### config.mk
export PLATFORM = sky130hd
export DESIGN_NAME = cmdPktTx
export DESIGN_NICKNAME = d
export VERILOG_FILES = /design/src/rtl/cmdPktTx_pkg.sv /design/src/rtl/pyldFifo.sv /design/src/rtl/cmdPktTxData.sv /design/src/rtl/cmdPktTxCtrl.sv /design/src/rtl/cmdPktTx.sv
export SDC_FILE = /design/constraint.sdc
export NUM_CORES = 1
export LEC_CHECK = 0
export BUFFER_PORTS_ARGS = -buffer_cell sky130_fd_sc_hd__buf_2
export CORE_MARGIN = 2
export CORE_UTILIZATION = 30
export CTS_CLUSTER_DIAMETER = 100
export DETAILED_ROUTE_END_ITERATION = 7
export PLACE_DENSITY = 0.47
export SLEW_MARGIN = 40
export SYNTH_ARGS = -nofsm -noshare
export SYNTH_HDL_FRONTEND = slang
export SYNTH_SLANG_ARGS = --single-unit
### constraint.sdc
create_clock -name clk -period 3.7 [get_ports clk]
set_input_delay 0 -clock clk [delete_from_list [all_inputs] [get_ports clk]]
set_output_delay 0 -clock clk [all_outputs]
set_load 0.005 [all_outputs]
### src/rtl/cmdPktTx_pkg.sv
package cmdPktTx_pkg;

  localparam int WORD_W      = 32;
  localparam int LANES       = WORD_W / 8;
  localparam int LANE_W      = $clog2(LANES);
  localparam int TYPE_W      = 6;
  localparam int WC_W        = 16;
  localparam int HDR_BYTES   = 4;
  localparam int CSUM_BYTES  = 2;
  localparam int IRQ_BIT     = 29;

  // bus word addresses
  localparam int REG_HDR     = 0;
  localparam int REG_PAYLOAD = 1;
  localparam int REG_IRQSRC  = 2;
  localparam int REG_IRQMSK  = 3;

  typedef enum logic [2:0] {
    ST_IDLE,
    ST_HDR,
    ST_FETCH,
    ST_PAY,
    ST_CSUM
  } engState_e;

  typedef enum logic [1:0] {
    SRC_HDR,
    SRC_WORD,
    SRC_ZERO
  } byteSrc_e;

  typedef struct packed {
    logic [WC_W-1:0]   params;    // [7:0] first data byte, [15:8] second
    logic [TYPE_W-1:0] dataType;
  } pktHdr_t;

  // control -> datapath strobes
  typedef struct packed {
    logic              loadHdr;
    logic              popWord;
    byteSrc_e          byteSrc;
    logic [LANE_W-1:0] lane;
    logic              pktDone;
  } ctrlStrobe_t;

  // datapath -> control status
  typedef struct packed {
    logic            hdrQValid;
    logic            isLong;
    logic [WC_W-1:0] wordCount;
    logic            fifoEmpty;
  } dpStatus_t;

  function automatic logic isLongType(input logic [TYPE_W-1:0] dt);
    return (dt[3:0] == 4'h9) || (dt[3:0] == 4'hC) ||
           (dt[3:0] == 4'hD) || (dt[3:0] == 4'hE);
  endfunction

endpackage

### src/rtl/pyldFifo.sv
module pyldFifo #(
  parameter int WIDTH = 32,
  parameter int DEPTH = 16
) (
  input  logic             clk,
  input  logic             rstN,
  input  logic             push,
  input  logic [WIDTH-1:0] pushData,
  input  logic             pop,
  output logic [WIDTH-1:0] popData,
  output logic             full,
  output logic             empty
);

  localparam int PTR_W = (DEPTH > 1) ? $clog2(DEPTH) : 1;
  localparam int CNT_W = $clog2(DEPTH + 1);

  logic [WIDTH-1:0] mem [DEPTH];
  logic [PTR_W-1:0] wrPtr, rdPtr;
  logic [CNT_W-1:0] count;
  logic             pushOk, popOk;

  assign full    = (count == CNT_W'(DEPTH));
  assign empty   = (count == '0);
  assign pushOk  = push && !full;
  assign popOk   = pop && !empty;
  assign popData = mem[rdPtr];

  always_ff @(posedge clk) begin
    if (pushOk) mem[wrPtr] <= pushData;
  end

  always_ff @(posedge clk) begin
    if (!rstN) begin
      wrPtr <= '0;
      rdPtr <= '0;
      count <= '0;
    end else begin
      if (pushOk) wrPtr <= (wrPtr == PTR_W'(DEPTH - 1)) ? '0 : wrPtr + PTR_W'(1);
      if (popOk)  rdPtr <= (rdPtr == PTR_W'(DEPTH - 1)) ? '0 : rdPtr + PTR_W'(1);
      case ({pushOk, popOk})
        2'b10:   count <= count + CNT_W'(1);
        2'b01:   count <= count - CNT_W'(1);
        default: count <= count;
      endcase
    end
  end

endmodule

### src/rtl/cmdPktTxData.sv
module cmdPktTxData
  import cmdPktTx_pkg::*;
#(
  parameter int ADDR_W     = 4,
  parameter int FIFO_DEPTH = 16
) (
  input  logic              clk,
  input  logic              rstN,
  input  logic              busWrEn,
  input  logic [ADDR_W-1:0] busAddr,
  input  logic [WORD_W-1:0] busWrData,
  input  ctrlStrobe_t       strobe,
  output dpStatus_t         status,
  output logic [7:0]        txData,
  output logic              fifoFull,
  output logic              fifoEmpty,
  output logic              fifoOvfErr,
  output logic              hdrOvfErr,
  output logic              irqSrc,
  output logic              irqOut
);

  localparam logic [ADDR_W-1:0] ADR_HDR = ADDR_W'(REG_HDR);
  localparam logic [ADDR_W-1:0] ADR_PAY = ADDR_W'(REG_PAYLOAD);
  localparam logic [ADDR_W-1:0] ADR_SRC = ADDR_W'(REG_IRQSRC);
  localparam logic [ADDR_W-1:0] ADR_MSK = ADDR_W'(REG_IRQMSK);

  logic              hdrWr, payWr, srcWr, mskWr;
  pktHdr_t           hdrQ, curHdr, hdrIn;
  logic              hdrQValid;
  logic [WORD_W-1:0] fifoOut, wordReg;
  logic              irqMask;
  logic [7:0]        wordBytes [LANES];
  logic [7:0]        hdrBytes  [HDR_BYTES];

  assign hdrWr = busWrEn && (busAddr == ADR_HDR);
  assign payWr = busWrEn && (busAddr == ADR_PAY);
  assign srcWr = busWrEn && (busAddr == ADR_SRC);
  assign mskWr = busWrEn && (busAddr == ADR_MSK);

  assign hdrIn = '{params: busWrData[23:8], dataType: busWrData[TYPE_W-1:0]};

  pyldFifo #(.WIDTH(WORD_W), .DEPTH(FIFO_DEPTH)) fifo_i (
    .clk      (clk),
    .rstN     (rstN),
    .push     (payWr),
    .pushData (busWrData),
    .pop      (strobe.popWord),
    .popData  (fifoOut),
    .full     (fifoFull),
    .empty    (fifoEmpty)
  );

  // header queue and active header
  always_ff @(posedge clk) begin
    if (!rstN) begin
      hdrQ      <= '0;
      hdrQValid <= 1'b0;
      curHdr    <= '0;
    end else begin
      if (hdrWr && (!hdrQValid || strobe.loadHdr)) begin
        hdrQ      <= hdrIn;
        hdrQValid <= 1'b1;
      end else if (strobe.loadHdr) begin
        hdrQValid <= 1'b0;
      end
      if (strobe.loadHdr) curHdr <= hdrQ;
    end
  end

  // payload word holding register
  always_ff @(posedge clk) begin
    if (!rstN)               wordReg <= '0;
    else if (strobe.popWord) wordReg <= fifoOut;
  end

  // sticky error flags
  always_ff @(posedge clk) begin
    if (!rstN) begin
      fifoOvfErr <= 1'b0;
      hdrOvfErr  <= 1'b0;
    end else begin
      if (payWr && fifoFull)                         fifoOvfErr <= 1'b1;
      if (hdrWr && hdrQValid && !strobe.loadHdr)     hdrOvfErr  <= 1'b1;
    end
  end

  // interrupt source (set wins over clear) and mask
  always_ff @(posedge clk) begin
    if (!rstN) begin
      irqSrc  <= 1'b0;
      irqMask <= 1'b0;
    end else begin
      irqSrc <= (irqSrc && !(srcWr && busWrData[IRQ_BIT])) ||
                (strobe.pktDone && fifoEmpty);
      if (mskWr) irqMask <= busWrData[IRQ_BIT];
    end
  end

  assign irqOut = irqSrc && !irqMask;

  // byte lanes
  for (genvar g = 0; g < LANES; g++) begin : g_lane
    assign wordBytes[g] = wordReg[g*8 +: 8];
  end

  assign hdrBytes[0] = {{(8 - TYPE_W){1'b0}}, curHdr.dataType};
  for (genvar g = 1; g < HDR_BYTES - 1; g++) begin : g_hdrByte
    assign hdrBytes[g] = curHdr.params[(g-1)*8 +: 8];
  end
  assign hdrBytes[HDR_BYTES-1] = 8'h00;  // ECC placeholder

  always_comb begin
    case (strobe.byteSrc)
      SRC_HDR:  txData = hdrBytes[strobe.lane];
      SRC_WORD: txData = wordBytes[strobe.lane];
      default:  txData = 8'h00;
    endcase
  end

  assign status.hdrQValid = hdrQValid;
  assign status.isLong    = isLongType(curHdr.dataType);
  assign status.wordCount = curHdr.params;
  assign status.fifoEmpty = fifoEmpty;

endmodule

### src/rtl/cmdPktTxCtrl.sv
module cmdPktTxCtrl
  import cmdPktTx_pkg::*;
(
  input  logic        clk,
  input  logic        rstN,
  input  dpStatus_t   status,
  input  logic        txReady,
  output ctrlStrobe_t strobe,
  output logic        txValid,
  output logic        txLast
);

  engState_e         state, stateN;
  logic [LANE_W-1:0] idx, idxN;
  logic [WC_W-1:0]   remain, remainN;

  always_ff @(posedge clk) begin
    if (!rstN) begin
      state  <= ST_IDLE;
      idx    <= '0;
      remain <= '0;
    end else begin
      state  <= stateN;
      idx    <= idxN;
      remain <= remainN;
    end
  end

  always_comb begin
    stateN         = state;
    idxN           = idx;
    remainN        = remain;
    strobe         = '0;
    strobe.byteSrc = SRC_ZERO;
    strobe.lane    = idx;
    txValid        = 1'b0;
    case (state)
      ST_IDLE: begin
        if (status.hdrQValid) begin
          strobe.loadHdr = 1'b1;
          stateN         = ST_HDR;
          idxN           = '0;
        end
      end
      ST_HDR: begin
        txValid        = 1'b1;
        strobe.byteSrc = SRC_HDR;
        if (txReady) begin
          if (idx == LANE_W'(HDR_BYTES - 1)) begin
            idxN = '0;
            if (!status.isLong) begin
              stateN = ST_IDLE;
            end else begin
              remainN = status.wordCount;
              stateN  = (status.wordCount == '0) ? ST_CSUM : ST_FETCH;
            end
          end else begin
            idxN = idx + LANE_W'(1);
          end
        end
      end
      ST_FETCH: begin
        if (!status.fifoEmpty) begin
          strobe.popWord = 1'b1;
          stateN         = ST_PAY;
          idxN           = '0;
        end
      end
      ST_PAY: begin
        txValid        = 1'b1;
        strobe.byteSrc = SRC_WORD;
        if (txReady) begin
          remainN = remain - WC_W'(1);
          if (remain == WC_W'(1)) begin
            stateN = ST_CSUM;
            idxN   = '0;
          end else if (idx == LANE_W'(LANES - 1)) begin
            stateN = ST_FETCH;
          end else begin
            idxN = idx + LANE_W'(1);
          end
        end
      end
      ST_CSUM: begin
        txValid = 1'b1;
        if (txReady) begin
          if (idx == LANE_W'(CSUM_BYTES - 1)) begin
            strobe.pktDone = 1'b1;
            stateN         = ST_IDLE;
            idxN           = '0;
          end else begin
            idxN = idx + LANE_W'(1);
          end
        end
      end
      default: stateN = ST_IDLE;
    endcase
  end

  assign txLast = ((state == ST_HDR) && (idx == LANE_W'(HDR_BYTES - 1)) && !status.isLong) ||
                  ((state == ST_CSUM) && (idx == LANE_W'(CSUM_BYTES - 1)));

endmodule

### src/rtl/cmdPktTx.sv
module cmdPktTx
  import cmdPktTx_pkg::*;
#(
  parameter int ADDR_W     = 4,
  parameter int FIFO_DEPTH = 16
) (
  input  logic              clk,
  input  logic              rstN,
  input  logic              busWrEn,
  input  logic [ADDR_W-1:0] busAddr,
  input  logic [31:0]       busWrData,
  output logic              txValid,
  output logic [7:0]        txData,
  output logic              txLast,
  input  logic              txReady,
  output logic              fifoFull,
  output logic              fifoEmpty,
  output logic              fifoOvfErr,
  output logic              hdrOvfErr,
  output logic              irqSrc,
  output logic              irqOut
);

  ctrlStrobe_t strobe;
  dpStatus_t   status;

  cmdPktTxCtrl ctrl_i (
    .clk     (clk),
    .rstN    (rstN),
    .status  (status),
    .txReady (txReady),
    .strobe  (strobe),
    .txValid (txValid),
    .txLast  (txLast)
  );

  cmdPktTxData #(.ADDR_W(ADDR_W), .FIFO_DEPTH(FIFO_DEPTH)) data_i (
    .clk        (clk),
    .rstN       (rstN),
    .busWrEn    (busWrEn),
    .busAddr    (busAddr),
    .busWrData  (busWrData),
    .strobe     (strobe),
    .status     (status),
    .txData     (txData),
    .fifoFull   (fifoFull),
    .fifoEmpty  (fifoEmpty),
    .fifoOvfErr (fifoOvfErr),
    .hdrOvfErr  (hdrOvfErr),
    .irqSrc     (irqSrc),
    .irqOut     (irqOut)
  );

endmodule

==> flow_summary_export.csv <==
group,metric,value,unit
route,ant_nets,0,
critical_path,cp_cell_sequence,"or3_4 > o311a_1 > inv_1 > ha_1 > xor2_1 > ha_1 > a21oi_1 > xor2_1 > or3_1 > a21oi_1",
cts,cts_resized,0,
sta,rsz0062_at_grt,"false",
cts,insertion_delay,610,ps
critical_path,critPathTopFamily,"simple AND/OR/NAND/NOR gates",
critical_path,critical_path_required,4220,ps
critical_path,cp.arrival,3560,ps
power,peakVddDrop,0.000343,V
synth,syn_avg_cell_area,16.8,sq um
critical_path,critPathMaxFanout,11,
power,p_per_area,506,mW/mm^2
critical_path,ff2ff_setup_slack,660,ps
sta,relSlewSlack,0.499,
critical_path,critPathMaxStageDelay,510,ps
sta,fmax,329,MHz
synth,synth-seq-area-share,0.713,
synth,async_reset_ff_frac,0,
power,power_leakage,9.22,nW
grt,grt_max_degree,39,
synth,synth_edf_count,512,
route,drcViolationCount,0,
route,avgRoutedWirePerCell,22.7,um
critical_path,path_buf_inv,1,
layout,layout-drive-gt1-share,0.230,
floorplan,ioPinCount,56,
cts,cts_made_buffers,71,
synth,ys_ff_latch,627,
critical_path,worst_path_max_delay_cell,"o311a_1",
placement,dpl.cell_count,2560,
layout,area_growth,18.4,%
cts,clk_path_buf_depth,3,
synth,yosysWarningCount,0,
layout,instances_no_fill,2733,
min_path,worstHoldPathType,"input port to flop",
grt,grt-ovfl-total,0,
floorplan,row_count,105,
floorplan,core_area,0.0820,sq mm
cts,cts_tree,"built",
status,status,"finished clean",
synth,synth.distinct_cells,67,
job,maxCapViolCount,0,
sta,finalCritPeriodShare,0.822,
placement,gp_congestion,0.817,
sta,maxSlewViolCount,0,
cts,clkTransAtPathRegs,60,ps
sta,worst_pin_slew,749,ps
route,routed_wirelength,62.1,mm
critical_path,reg2reg_depth,10,
critical_path,path_class,"flop to flop",
sta,fin_crit,3040,ps
min_path,hold-path-endpoint,"data_i.fifo_i.wrPtr[0]",
floorplan,die_area,0.0850,sq mm
grt,grt_use_total,0.147,
synth,synth_flop_cell,"edfxtp_1",
cts,clock_sinks,627,
critical_path,critPathCaptureType,"flop",
critical_path,worstReg2RegEnd,"data_i.fifo_i.count[2]",
cts,h-tree-depth,3,
placement,dpl.hpwl,39.5,mm
grt,grt_pass1_wl,93.1,mm
route,vias_per_cell,5.00,
sta,hold_viol,0,
synth,synth.cell_area,0.0248,sq mm
synth,synth_cells,1478,
route,drtPass1Iterations,5,
critical_path,crit_path_start_kind,"flop",
min_path,min_path_cells,5,
floorplan,die_h,292,um
sta,finalSetupTns,0,ps
sta,finClkSkew,34.1,ps
critical_path,r2r-start,"data_i.fifo_i.count[1]",
min_path,hp-start,"busAddr[2]",
cts,clockRootBuffer,"clkbuf_16",
sta,setup_violations,0,
layout,nets,1658,
floorplan,initial_core_util,0.302,
synth,syn_nets,1531,
route,drt_iter0_drc,1150,
floorplan,die_w,292,um
grt,antenna_found_initial,1,
placement,port_buffers,55,
route,vias,13661,
grt,grt_pass1_vias,13965,
## worst register-to-register path: stages (launching register included)
cell and delay [ps]:
dfxtp_1 390, or3_4 430, o311a_1 510, inv_1 150, ha_1 340, xor2_1 190, ha_1 240, a21oi_1 80
xor2_1 170, or3_1 320, a21oi_1 130
## synthesized netlist by cell type, drive strengths merged (7+ instances only)
master / instances / share of area
mux2i: 13 / 0.0052
mux4: 136 / 0.12
inv: 14 / 0.0022
nor2: 55 / 0.0090
nand2: 181 / 0.027
a22oi: 65 / 0.020
o221ai: 7 / 0.0025
a21oi: 84 / 0.017
clkbuf: 44 / 0.0067
buf: 50 / 0.013
nor2b: 8 / 0.0020
ha: 13 / 0.0066
nor3: 16 / 0.0039
dfxtp: 115 / 0.093
edfxtp: 512 / 0.62
nand3: 14 / 0.0028
a22o: 32 / 0.011
o21ai: 31 / 0.0063
and2: 7 / 0.0018
nor4: 8 / 0.0026
## state kept, by name, summed over array words and instances (netlist names), 2 cells and up
register,count
data_i.fifo_i.rdPtr,4
data_i.fifo_i.mem,512
data_i.fifo_i.count,5
data_i.fifo_i.wrPtr,4
data_i.wordReg,32
ctrl_i.state,3
data_i.hdrQ,22
ctrl_i.remain,16
data_i.status,16
ctrl_i.idx,2
data_i.curHdr,6
## worst max path at each step
| stage | end | from | slack [ps] | depth (start not counted) |
|---|---|---|---|---|
| after floorplan | data_i.fifo_i.mem[3][0] | data_i.fifo_i.count[3] | 100 | 4 |
| after global placement | data_i.fifo_i.count[4] | data_i.fifo_i.count[1] | 730 | 11 |
| after detailed placement | data_i.fifo_i.count[2] | data_i.fifo_i.count[1] | 690 | 10 |
| after CTS | data_i.fifo_i.count[2] | data_i.fifo_i.count[1] | 680 | 10 |
| after global routing | data_i.fifo_i.count[2] | data_i.fifo_i.count[1] | 440 | 10 |
| final | data_i.fifo_i.count[2] | data_i.fifo_i.count[1] | 660 | 10 |
## placed cells by master (no fill, tap or decap), drive strengths merged, types with 3 or more instances in the layout
cell type      n
nand2b         5
o221ai         7
ha            13
xor2           5
o211ai         3
a31oi          5
nor4           8
nand3         14
inv           17
a22o          32
nor2          55
nand4          5
a21oi         84
o32ai          4
o21ai         31
clkinvlp       3
mux2i         13
a21o           5
edfxtp       512
and2           7
clkbuf        94
o22ai          4
a22oi         65
or3            4
nand3b         4
clkinv        23
nor3          16
nand2        181
buf          106
dfxtp        115
bufinv         7
dlygate4sd3   42
nor2b          8
mux4         136
## area by class of cell
type                            count  area (sq um)
Antenna cell                        1          2.50
Clock buffer                       94          1930
Clock inverter                     36           383
Fill cell                        7826         52600
Inverter                           14          55.1
Multi-Input combinational cell    743          6750
Sequential cell                   627         17700
Tap cell                         1070          1340
Timing Repair Buffer              148          1220
## stage by stage
stage | total power [mW] | setup slack (ps) | instance area, sq um | utilization | hold slack [ps]
floorplan | 7.83 | 98.7 | 24800 | - | 98.9
global placement | 7.96 | 728 | 26600 | 0.325 | 304
detailed placement | 7.97 | 693 | 26600 | 0.325 | 310
CTS | 15.0 | 676 | 29300 | 0.358 | 133
global route | 15.4 | 436 | 29400 | 0.358 | 221
finish | 14.8 | 658 | 29400 | 0.358 | 182
## logic make-up (layout without fill, tap and decap cells)
kind of cell	count (synthesis)	after routing	synth area share
compound gates	255	255	0.0681
flops	627	627	0.713
xor+xnor	6	6	0.00212
fa+ha+maj	13	13	0.00656
simple gates	320	320	0.0596
buf+inv	108	292	0.0219
other cells	0	1	0
mux	149	149	0.129
## per-layer routing
metal	track usage	share of wire	routed length [um]
met3	0.0241	0.044	2770
met1	0.207	0.46	28800
met5	0	0	0
met4	0.0382	0.016	994
met2	0.236	0.48	29600
## power breakdown
| part | total [mW] | leakage (nW) | switching (mW) | internal (mW) |
|---|---|---|---|---|
| sequential | 7.63 | 5.53 | 0.00399 | 7.63 |
| clock | 7.00 | 1.12 | 2.83 | 4.17 |
| combinational | 0.224 | 2.57 | 0.166 | 0.0586 |
| total | 14.8 | 9.22 | 3.00 | 11.9 |
## timing repair
action                                 CTS  global route
endpoints found under the hold margin  552             0
hold buffers                            42             0
setup buffers                            0             0
Power figures use the tool's default switching activity.
